==> src/rtl/tmr_pkg.sv <==
package tmr_pkg;

  localparam int NCOPY = 3;

  // Two-out-of-three majority of single bits.
  function automatic logic maj3(input logic a, input logic b, input logic c);
    return (a & b) | (a & c) | (b & c);
  endfunction

  // High when three bits are not all equal.
  function automatic logic split3(input logic a, input logic b, input logic c);
    return (a ^ b) | (a ^ c);
  endfunction

endpackage

==> src/rtl/tmr_voter.sv <==
module tmr_voter #(
  parameter int WIDTH = 8
) (
  input  logic [WIDTH-1:0] a_i,
  input  logic [WIDTH-1:0] b_i,
  input  logic [WIDTH-1:0] c_i,
  output logic [WIDTH-1:0] y_o,
  output logic [WIDTH-1:0] split_o
);
  import tmr_pkg::*;

  for (genvar i = 0; i < WIDTH; i++) begin : g_bit
    assign y_o[i]     = maj3(a_i[i], b_i[i], c_i[i]);
    assign split_o[i] = split3(a_i[i], b_i[i], c_i[i]);
  end

  // whenever two inputs agree, the output follows them
  always_comb begin
    for (int i = 0; i < WIDTH; i++) begin
      if (a_i[i] == b_i[i]) begin
        pair_follow_chk: assert (y_o[i] == a_i[i]);
      end
    end
  end
endmodule

==> src/rtl/tmr_copy.sv <==
module tmr_copy #(
  parameter int WIDTH = 8
) (
  input  logic             clk,
  input  logic             rst,
  input  logic [WIDTH-1:0] mst_a_i,
  input  logic [WIDTH-1:0] mst_b_i,
  input  logic [WIDTH-1:0] mst_c_i,
  input  logic [WIDTH-1:0] slv_flip_i,
  output logic [WIDTH-1:0] slv_q_o
);
  logic [WIDTH-1:0] mst_vote;
  logic [WIDTH-1:0] mst_split;
  logic [WIDTH-1:0] slv_next;

  // Private master-stage voter for this copy
  tmr_voter #(.WIDTH(WIDTH)) i_mst_vote (
    .a_i    (mst_a_i),
    .b_i    (mst_b_i),
    .c_i    (mst_c_i),
    .y_o    (mst_vote),
    .split_o(mst_split)
  );

  assign slv_next = mst_vote ^ slv_flip_i;

  always_ff @(posedge clk) begin
    if (rst) slv_q_o <= '0;
    else     slv_q_o <= slv_next;
  end


  copy_reset_chk: assert property (@(posedge clk) rst |=> slv_q_o == '0);

  // a lone master-stage disagreement never reaches this copy
  copy_absorb_chk: assert property (@(posedge clk) disable iff (rst)
    ($countones(mst_split) == 1 && slv_flip_i == '0 &&
     ((mst_a_i == mst_b_i) || (mst_a_i == mst_c_i) || (mst_b_i == mst_c_i)))
    |=> slv_q_o == $past(mst_a_i & mst_b_i | mst_a_i & mst_c_i | mst_b_i & mst_c_i));
endmodule

==> src/rtl/tmr_selfheal_reg.sv <==
module tmr_selfheal_reg #(
  parameter int WIDTH = 8,
  localparam int IDX_W = (WIDTH > 1) ? $clog2(WIDTH) : 1
) (
  input  logic             clk,
  input  logic             rst,
  input  logic             load_en,
  input  logic [WIDTH-1:0] d_in,
  input  logic             fi_en,
  input  logic [2:0]       fi_copy,
  input  logic [IDX_W-1:0] fi_bit,
  input  logic             fi_master,
  output logic [WIDTH-1:0] q_out,
  output logic [WIDTH-1:0] mismatch_bits,
  output logic             mismatch_any
);
  import tmr_pkg::*;

  logic [NCOPY-1:0][WIDTH-1:0] mst_val;
  logic [NCOPY-1:0][WIDTH-1:0] mst_flip;
  logic [NCOPY-1:0][WIDTH-1:0] slv_flip;
  logic [NCOPY-1:0][WIDTH-1:0] slv_q;
  logic [WIDTH-1:0]            slv_vote;
  logic [WIDTH-1:0]            slv_split;

  // Named events for the assertions
  logic heal_edge, load_edge, hold_edge, lone_slv_hit, lone_mst_hit;
  assign heal_edge    = !rst && !fi_en;
  assign load_edge    = heal_edge && load_en;
  assign hold_edge    = heal_edge && !load_en;
  assign lone_slv_hit = fi_en && !fi_master && $countones(fi_copy) == 1;
  assign lone_mst_hit = fi_en &&  fi_master && $countones(fi_copy) == 1;

  // Injection masks per copy
  always_comb begin
    mst_flip = '0;
    slv_flip = '0;
    for (int k = 0; k < NCOPY; k++) begin
      if (fi_en && fi_copy[k]) begin
        if (fi_master) mst_flip[k][fi_bit] = 1'b1;
        else           slv_flip[k][fi_bit] = 1'b1;
      end
    end
  end

  // Master stage: new data, or the voted value fed back for repair
  always_comb begin
    for (int k = 0; k < NCOPY; k++) begin
      mst_val[k] = (load_en ? d_in : slv_vote) ^ mst_flip[k];
    end
  end

  for (genvar k = 0; k < NCOPY; k++) begin : g_copy
    tmr_copy #(.WIDTH(WIDTH)) i_copy (
      .clk       (clk),
      .rst       (rst),
      .mst_a_i   (mst_val[0]),
      .mst_b_i   (mst_val[1]),
      .mst_c_i   (mst_val[2]),
      .slv_flip_i(slv_flip[k]),
      .slv_q_o   (slv_q[k])
    );
  end

  // Slave-stage vote drives the output
  tmr_voter #(.WIDTH(WIDTH)) i_slv_vote (
    .a_i    (slv_q[0]),
    .b_i    (slv_q[1]),
    .c_i    (slv_q[2]),
    .y_o    (slv_vote),
    .split_o(slv_split)
  );

  assign q_out         = slv_vote;
  assign mismatch_bits = slv_split;
  assign mismatch_any  = |slv_split;


  reset_clear_chk: assert property (@(posedge clk)
    rst |=> (q_out == '0 && !mismatch_any));


  load_capture_chk: assert property (@(posedge clk) disable iff (rst)
    load_edge |=> q_out == $past(d_in));


  hold_value_chk: assert property (@(posedge clk) disable iff (rst)
    hold_edge |=> $stable(q_out));


  heal_all_chk: assert property (@(posedge clk) disable iff (rst)
    heal_edge |=> !mismatch_any);


  lone_mask_chk: assert property (@(posedge clk) disable iff (rst)
    (lone_slv_hit && !load_en) |=> ($stable(q_out) && $onehot(mismatch_bits)));


  master_absorb_chk: assert property (@(posedge clk) disable iff (rst)
    (lone_mst_hit && !load_en) |=> ($stable(q_out) && !mismatch_any));


  load_and_hit_chk: assert property (@(posedge clk) disable iff (rst)
    (lone_slv_hit && load_en) |=> q_out == $past(d_in));
endmodule

==> config.mk <==
export PLATFORM = sky130hd
export DESIGN_NAME = tmr_selfheal_reg
export DESIGN_NICKNAME = d
export VERILOG_FILES = /design/src/rtl/tmr_pkg.sv /design/src/rtl/tmr_voter.sv /design/src/rtl/tmr_copy.sv /design/src/rtl/tmr_selfheal_reg.sv
export SDC_FILE = /design/constraint.sdc
export NUM_CORES = 1
export LEC_CHECK = 0
export BUFFER_PORTS_ARGS = -buffer_cell sky130_fd_sc_hd__buf_2
export CORE_MARGIN = 1
export CORE_UTILIZATION = 58
export DETAILED_ROUTE_END_ITERATION = 8
export PLACE_DENSITY_LB_ADDON = 0.1
export SYNTH_ARGS = -nofsm -noshare
export SYNTH_HDL_FRONTEND = slang
export SYNTH_SLANG_ARGS = --single-unit
==> constraint.sdc <==
create_clock -name clk -period 2.4 [get_ports clk]
set_input_delay 0 -clock clk [delete_from_list [all_inputs] [get_ports clk]]
set_output_delay 0 -clock clk [all_outputs]
set_load 0.1 [all_outputs]
==> results of run 1 <==
## what timing repair did
item                                    4_1_cts  5_1_grt
endpoints found under the setup margin        1        1
pin swaps                                     1        2
resized for setup                             7       13
gates cloned                                  0        0
## cells by family after synthesis
logic type      after synthesis  share of synthesized area (%)
buf+inv                      14                           3.44
mux                           8                           5.00
compound gates               43                           18.9
flops                        24                           30.0
simple gates                 55                           21.4
fa+ha+maj                    16                           12.5
xor+xnor                     16                           8.75
## per-stage QoR
| step | utilization (%) | instance area (sq um) |
|---|---|---|
| 2_1_floorplan | - | 1610 |
| 3_3_place_gp | 69.7 | 1770 |
| 3_5_place_dp | 69.7 | 1770 |
| 4_1_cts | 71.5 | 1820 |
| 5_1_grt | 74.0 | 1880 |
| 6_report | 74.0 | 1880 |
## placed cells by master (no fill, tap or decap), drive strengths merged, types with 3 or more instances in the layout
| master | Yosys | final |
|---|---|---|
| xor2 | 16 | 16 |
| ha | 16 | 16 |
| a31o | 8 | 8 |
| mux2i | 8 | 8 |
| a31oi | 16 | 16 |
| nand4 | 9 | 9 |
| or2 | 9 | 9 |
| nand4b | 3 | 3 |
| nor2 | 16 | 16 |
| a21oi | 8 | 8 |
| clkbuf | 9 | 3 |
| dfxtp | 24 | 24 |
| buf | 4 | 36 |
| nand4bb | 3 | 3 |
| a211o | 8 | 8 |
| nand2b | 3 | 3 |
## per-layer routing
layer	GRT usage [%]	vias to the layer above	routed length (microns)
li1	-	719	-
met1	30.3	690	1480
met2	42.1	41	1700
met3	2.50	2	142
met4	7.69	0	19
met5	0	-	0
## how the worst max path moves through the flow
stage	startpoint	to	slack, ps
6_report	g_copy[0].i_copy.slv_q_o[0]$_SDFF_PP0_	mismatch_any	40
5_1_grt	g_copy[0].i_copy.slv_q_o[3]$_SDFF_PP0_	mismatch_any	-0.3
3_5_place_dp	g_copy[2].i_copy.slv_q_o[2]$_SDFF_PP0_	mismatch_any	180
4_1_cts	g_copy[2].i_copy.slv_q_o[3]$_SDFF_PP0_	mismatch_any	4
2_1_floorplan	g_copy[2].i_copy.slv_q_o[2]$_SDFF_PP0_	mismatch_any	70
3_3_place_gp	g_copy[2].i_copy.slv_q_o[2]$_SDFF_PP0_	mismatch_any	220
## layout make-up
type | instances | area [sq um]
timing repair buffer | 36 | 198
tap | 30 | 37.5
clock buffer | 3 | 22.5
sequential | 24 | 490
inverter | 1 | 3.75
fill | 200 | 662
multi-input combinational | 138 | 1130
## power breakdown
part	internal [mW]	switching [mW]	leakage (nW)
sequential	0.426	0.0188	0.201
combinational	0.124	0.372	0.702
clock	0.0585	0.110	0.0138
total	0.608	0.501	0.916
## worst max-delay path, cell delays in order (launching register included)
cell and delay [ps]:
dfxtp_2 390, ha_4 200, or2_4 240, or4_4 530, or4_4 500, buf_12 180
==> results.toml, run 1 <==
[global_routing]
grt_pass1_vias = 1174
grt_pass1_wl_microns = 5060
grt_max_degree = 25
antenna_found_initial = 0
grt_usage_pct = 24.0
grt_overflow_total = 0

[power]
fin_total_pwr_mw = 1.11
cellLeakagePower_nw = 0.916
powerDensity_mw_per_mm2 = 589
irDropWorstVdd_uv = 522

[logic_synthesis]
synth_area_leaders = "dfxtp_1 (30%), ha_1 (13%), xor2_1 (8.8%), a31oi_1 (6.3%), mux2i_1 (5.0%)"
synth_area_leader_cell = "dfxtp_1"
yosys_warnings = 0
yosys.cell_count.top_type = "dfxtp_1"
synth_nets = 211
ys.flop_type = "dfxtp_1"
ys_top_cells_by_count = "dfxtp_1 (24), a31oi_1 (16), ha_1 (16), nor2_1 (16), xor2_1 (16)"
seq_area_frac_synth_pct = 30.0
synthDistinctLibCells = 29
synth_cells = 176
synth_edf_count = 0
syn_area_per_cell_sq_um = 9.10
synth_area_sq_mm = 0.00160
synth-seq-cells = 24
synthArstFlopShare_pct = 0
synth_top_area_share_pct = 30.0

[timing]
finClkSkew_ps = 0.498
setup_tns_ps = 0
hold_violations = 0
setup_viol = 0
worstMarginPinSlew_ps = 529
fin_crit_sh_pct = 98.2
max-slew-margin-rel_pct = 64.7
final_max_slew_viol_count = 0
hold_slack_ps = 89.3
setup_ws_ps = 44.2
max_freq_mhz = 424
min_period_ps = 2360

[detailed_routing]
drt_iter0_drc = 45
postRouteWirelength_microns = 3340
vias = 1452
wl_per_cell_microns = 14.4
ant_nets = 0
drt-vias-per-instance = 6.26
drc = 0
first_pass_iters = 4

[placed_design]
gp_congestion = 0.799
port_buffers = 35
dp_cells = 229
dp_worst_setup_slack_ps = 178
place_hpwl_microns = 2480

[cts]
cts_buffer_depth = 2
numClockSinks = 24
cts_buffers = 3
clk_pin_slew_ps = 120
cts_root_buf = "clkbuf_4"
worst_skew_pair.late_latency_ps = 300
cts_setup_buffers = 0
h-tree-depth = 1
cts_tree = "built"
cts_hold_buf = 0

[critical_path]
path_max_fanout = 2
arrival_ps = 2360
r2r-end = "g_copy[2].i_copy.slv_q_o[3]$_SDFF_PP0_"
start_kind = "flop"
worstSetupPathType = "flop to output pin"
worstPathRequired_ps = 2400
ff2ff_setup_slack_ps = 840
reg2regPathDepth = 5
r2r-start = "g_copy[0].i_copy.slv_q_o[3]$_SDFF_PP0_"
worstSetupEndpointType = "output pin"

[hold_path]
worstHoldStart = "rst"
hold_end = "g_copy[1].i_copy.slv_q_o[1]$_SDFF_PP0_"
holdPathStages = 2
hold_path_class = "primary input to flop"

[job]
maxCapViolCount = 0

[final_layout]
antennaDiodeCount = 0
top_register = "g_copy.i_copy.slv_q_o"
reg.largest.list = "g_copy.i_copy.slv_q_o (24)"
finalNetCount = 239
syn_to_final_growth_pct = 17.6
largest_register_ffs = 24
instances_no_fill = 232
drive_gt1_share_pct = 35.1

[floorplanning]
fp.dieH_microns = 54.5
fp-row-count = 18
die_w_microns = 54.5
core_area_sq_mm = 0.00254
initial_core_util_pct = 62.9
design.portCount = 36
dieArea_sq_mm = 0.00298

[status]
status = "complete, no violations"
No activity file was read; power rests on OpenSTA's default activity.
==> run 2: changes to the inputs <==
--- a/config.mk
+++ b/config.mk
@@ -7,7 +7,7 @@
 export LEC_CHECK = 0
 export BUFFER_PORTS_ARGS = -buffer_cell sky130_fd_sc_hd__buf_2
 export CORE_MARGIN = 1
-export CORE_UTILIZATION = 58
+export CORE_UTILIZATION = 50
 export DETAILED_ROUTE_END_ITERATION = 8
 export PLACE_DENSITY_LB_ADDON = 0.1
 export SYNTH_ARGS = -nofsm -noshare
==> run 2 against run 1 <==
Clock power is 21% higher. Die area is 15% higher. Fmax is 0.21% higher. Hold slack better by 5.8 ps. Combinational power is 1% higher. Routed wire length is 1.9% higher. Non-clock buffer count is 1 higher. Largest power group unchanged.
==> results.toml, run 2 (synthesis gave the netlist of run 1 again) <==
[detailed_routing]
vias = 1431
top_layer = "met4"
postRouteWirelength_microns = 3400
drt_iter0_drc = 32
drt-vias-per-instance = 5.77
drc = 0
wl_met1_microns = 1620
wl_met3_microns = 100
ant_nets = 0
wl_per_cell_microns = 13.7
first_pass_iters = 4
wl_met2_microns = 1670

[final_layout]
finalNetCount = 240
drive_gt1_share_pct = 35.8
fin_area_sq_mm = 0.00193
antennaDiodeCount = 0
syn_to_final_growth_pct = 20.3
multi_input_comb_area_sq_mm = 0.00113
top_register = "g_copy.i_copy.slv_q_o"
fillers = 285
final_common_cell = "buf_2"
regArea_sq_um = 493
reg.largest.list = "g_copy.i_copy.slv_q_o (24)"
layout_common_cells = "buf_2 (34), a31oi_1 (16), xor2_1 (16), nor2_1 (16), dfxtp_1 (16)"
largest_register_ffs = 24

[floorplanning]
core_area_sq_mm = 0.00305
design.portCount = 36
fp-row-count = 20
dieArea_sq_mm = 0.00343
fp.dieH_microns = 58.6
die_w_microns = 58.6
initial_core_util_pct = 52.5

[critical_path]
worstPathRequired_ps = 2400
start_kind = "flop"
worstSetupPathType = "flop to output pin"
path_max_fanout = 2
worstSetupEndpointType = "output pin"
arrival_ps = 2350

[cts]
cts_hold_buf = 0
cts_root_buf = "clkbuf_4"
cts_tree = "built"
worst_skew_pair.late_latency_ps = 300
cts_buffers = 3
cts_buffer_depth = 2
h-tree-depth = 1
clk_pin_slew_ps = 130
numClockSinks = 24

[placed_design]
dp_worst_setup_slack_ps = 180
port_buffers = 35
place_hpwl_microns = 2500
place_area_sq_mm = 0.00179
gp_congestion = 0.743

[power]
powerDensity_mw_per_mm2 = 596
fin_total_pwr_mw = 1.15
cellLeakagePower_nw = 0.929
irDropWorstVdd_uv = 285

[timing]
hold_violations = 0
max-slew-margin-rel_pct = 66.7
setup_viol = 0
finClkSkew_ps = 3.98
rsz0062_at_grt = "true"
min_period_ps = 2350
max_freq_mhz = 425
hold_slack_ps = 95.1
fin_crit_sh_pct = 97.9
worstMarginPinSlew_ps = 500
final_max_slew_viol_count = 0
setup_tns_ps = 0
setup_ws_ps = 49.2

[job]
maxCapViolCount = 0

[global_routing]
grt_overflow_total = 0
grt_max_degree = 25
grt_pass1_wl_microns = 5580
grt_usage_pct = 21.1
antenna_found_initial = 0
grt_pass1_vias = 1276

[status]
status = "complete, no violations"

[hold_path]
hold_path_class = "primary input to flop"
-- run 2: path summary, 6_finish.rpt --
kind,depth (start not counted),from,endpoint,slack [ps]
setup / recovery,5,g_copy[0].i_copy.slv_q_o[2]$_SDFF_PP0_,mismatch_any,50
hold / removal,2,rst,g_copy[0].i_copy.slv_q_o[2]$_SDFF_PP0_,100
setup reg to reg,5,g_copy[0].i_copy.slv_q_o[2]$_SDFF_PP0_,g_copy[2].i_copy.slv_q_o[2]$_SDFF_PP0_,850
hold reg to reg,4,g_copy[1].i_copy.slv_q_o[5]$_SDFF_PP0_,g_copy[2].i_copy.slv_q_o[5]$_SDFF_PP0_,840
-- run 2: repair_timing --
| item | in CTS | in global routing |
|---|---|---|
| pin swaps | 1 | 3 |
| endpoints found under the hold margin | 0 | 0 |
| endpoints found under the setup margin | 1 | 1 |
| resized for setup | 6 | 16 |
| buffers inserted | 1 | 0 |
-- run 2: layer usage --
layer / GRT usage, % / vias to the layer above
li1: - / 723
met5: 0 / -
met2: 37.9 / 30
met3: 2.64 / 2
met4: 5.10 / 0
met1: 26.9 / 676
-- run 2: through the flow --
step	utilization [%]	std cells
after global routing	63.1	248
after detailed placement	58.7	243
final	63.1	248
after floorplan	-	176
after CTS	60.8	248
after global placement	58.7	243
-- run 2: critical path, cell delays in order (launching register included) --
cell     delay, ps
dfxtp_4        380
ha_4           210
or2_4          240
or4_4          520
or4_4          510
buf_12         180
-- run 2: report_power, final --
part | switching, mW | leakage, nW | internal, mW
sequential | 0.0186 | 0.201 | 0.426
combinational | 0.372 | 0.707 | 0.128
clock | 0.113 | 0.0210 | 0.0924
-- run 2: cell type report --
cell class / instances / share of cell area, %
Timing Repair Buffer: 37 / 10.6
Clock buffer: 4 / 1.88
Inverter: 1 / 0.195
Multi-Input combinational cell: 138 / 58.8
Sequential cell: 24 / 25.6
Tap cell: 44 / 2.86
==> run 3: changes to the inputs <==
==> constraint.sdc (replaced) <==
create_clock -name clk -period 2.9 [get_ports clk]
set_input_delay 0 -clock clk [delete_from_list [all_inputs] [get_ports clk]]
set_output_delay 0 -clock clk [all_outputs]
set_load 0.1 [all_outputs]
==> run 3 against run 2 <==
Critical path depth unchanged. Largest cell class unchanged. Design area shrank 5.7%. Largest power group unchanged. Global-route usage grew 0.64 points. Die area is the same. Highest routed layer unchanged. Count of clock-buffer cells in the layout is the same. Combinational power decreased by 21%. Via count grew 0.84%. Critical endpoint unchanged.
==> results.toml, run 3 (synthesis gave the netlist of run 1 again) <==
[status]
status = "complete, no violations"

[hold_path]
hold_path_class = "primary input to flop"

[timing]
setup_ws_ps = 443
rsz0062_at_grt = "false"
hold_violations = 0
hold_slack_ps = 89.9
final_max_slew_viol_count = 0
setup_viol = 0
fin_crit_sh_pct = 84.7
max_freq_mhz = 407
setup_tns_ps = 0
min_period_ps = 2460
worstMarginPinSlew_ps = 1120
finClkSkew_ps = 3.17
max-slew-margin-rel_pct = 25.0

[critical_path]
path_max_fanout = 2
worstSetupEndpointType = "output pin"
worstSetupPathType = "flop to output pin"
arrival_ps = 2460
worstPathRequired_ps = 2900
start_kind = "flop"

[global_routing]
grt_pass1_vias = 1367
grt_pass1_wl_microns = 5710
grt_overflow_total = 0
antenna_found_initial = 0
grt_max_degree = 25
grt_usage_pct = 21.8

[floorplanning]
core_area_sq_mm = 0.00305
die_w_microns = 58.6
fp-row-count = 20
fp.dieH_microns = 58.6
initial_core_util_pct = 52.5
dieArea_sq_mm = 0.00343
design.portCount = 36

[detailed_routing]
drt-vias-per-instance = 5.87
postRouteWirelength_microns = 3470
ant_nets = 0
drt_iter0_drc = 38
first_pass_iters = 5
wl_per_cell_microns = 14.1
vias = 1443
drc = 0

[final_layout]
reg.largest.list = "g_copy.i_copy.slv_q_o (24)"
largest_register_ffs = 24
antennaDiodeCount = 0
regArea_sq_um = 480
instances_no_fill = 246
layout_common_cells = "buf_2 (35), dfxtp_1 (24)"
final_common_cell = "buf_2"
fillers = 277
top_register = "g_copy.i_copy.slv_q_o"
syn_to_final_growth_pct = 13.4
finalNetCount = 238
drive_gt1_share_pct = 26.7
multi_input_comb_area_sq_mm = 0.00107
fin_area_sq_mm = 0.00182

[placed_design]
port_buffers = 35
dp_worst_setup_slack_ps = 771
gp_congestion = 0.743
place_hpwl_microns = 2620
dp_cells = 242
place_area_sq_mm = 0.00178

[cts]
cts_buffer_depth = 2
cts_buffers = 3
cts_hold_buf = 0
clk_pin_slew_ps = 130
cts_tree = "built"
cts.repair.resized = 0
worst_skew_pair.late_latency_ps = 310
cts_root_buf = "clkbuf_4"
h-tree-depth = 1
cts_setup_buffers = 0
numClockSinks = 24

[power]
irDropWorstVdd_uv = 231
cellLeakagePower_nw = 0.910
powerDensity_mw_per_mm2 = 512

[job]
maxCapViolCount = 0
run 3: report_power, final:
group	internal (mW)	switching, mW	leakage [nW]	total (mW)
Sequential	0.351	0.0123	0.198	0.364
Combinational	0.0894	0.305	0.691	0.394
Clock	0.0766	0.0956	0.0210	0.172
Total	0.517	0.413	0.910	0.930
run 3: path summary, 6_finish.rpt:
path / startpoint / slack (ps) / endpoint / cells past startpoint
max reg2reg: g_copy[1].i_copy.slv_q_o[4]$_SDFF_PP0_ / 1370 / g_copy[0].i_copy.slv_q_o[4]$_SDFF_PP0_ / 5
min: rst / 90 / g_copy[0].i_copy.slv_q_o[3]$_SDFF_PP0_ / 2
min reg2reg: g_copy[1].i_copy.slv_q_o[4]$_SDFF_PP0_ / 850 / g_copy[2].i_copy.slv_q_o[4]$_SDFF_PP0_ / 4
max: g_copy[2].i_copy.slv_q_o[3]$_SDFF_PP0_ / 440 / mismatch_any / 5
run 3: area by class of cell:
| class | instances | share of cell area (%) |
|---|---|---|
| inverters | 1 | 0.207 |
| flip-flops and latches | 24 | 26.4 |
| clock buffers | 4 | 2.00 |
| well taps | 44 | 3.03 |
| multi-input cells | 138 | 58.7 |
| repair buffers | 35 | 9.64 |
run 3: worst max-delay path, cell delays in order, from the launching register on:
cell and delay, ps:
dfxtp_1 340, ha_1 270, or2_1 250, or4_1 520, or4_1 470, buf_2 300
run 3: routing by layer:
| metal | global-route usage [%] | vias up | part of all wire (%) |
|---|---|---|---|
| met5 | 0 | - | 0 |
| met4 | 7.14 | 0 | 1.1 |
| met3 | 2.64 | 4 | 3.6 |
| met2 | 42.2 | 32 | 53 |
| met1 | 24.4 | 688 | 42 |
| li1 | - | 719 | - |
run 3: per-stage QoR:
step	power, mW	utilization (%)
final	0.930	59.5
after global routing	0.975	59.5
after CTS	0.937	59.5
after detailed placement	0.767	58.3
after global placement	0.756	58.3
after floorplan	0.698	-
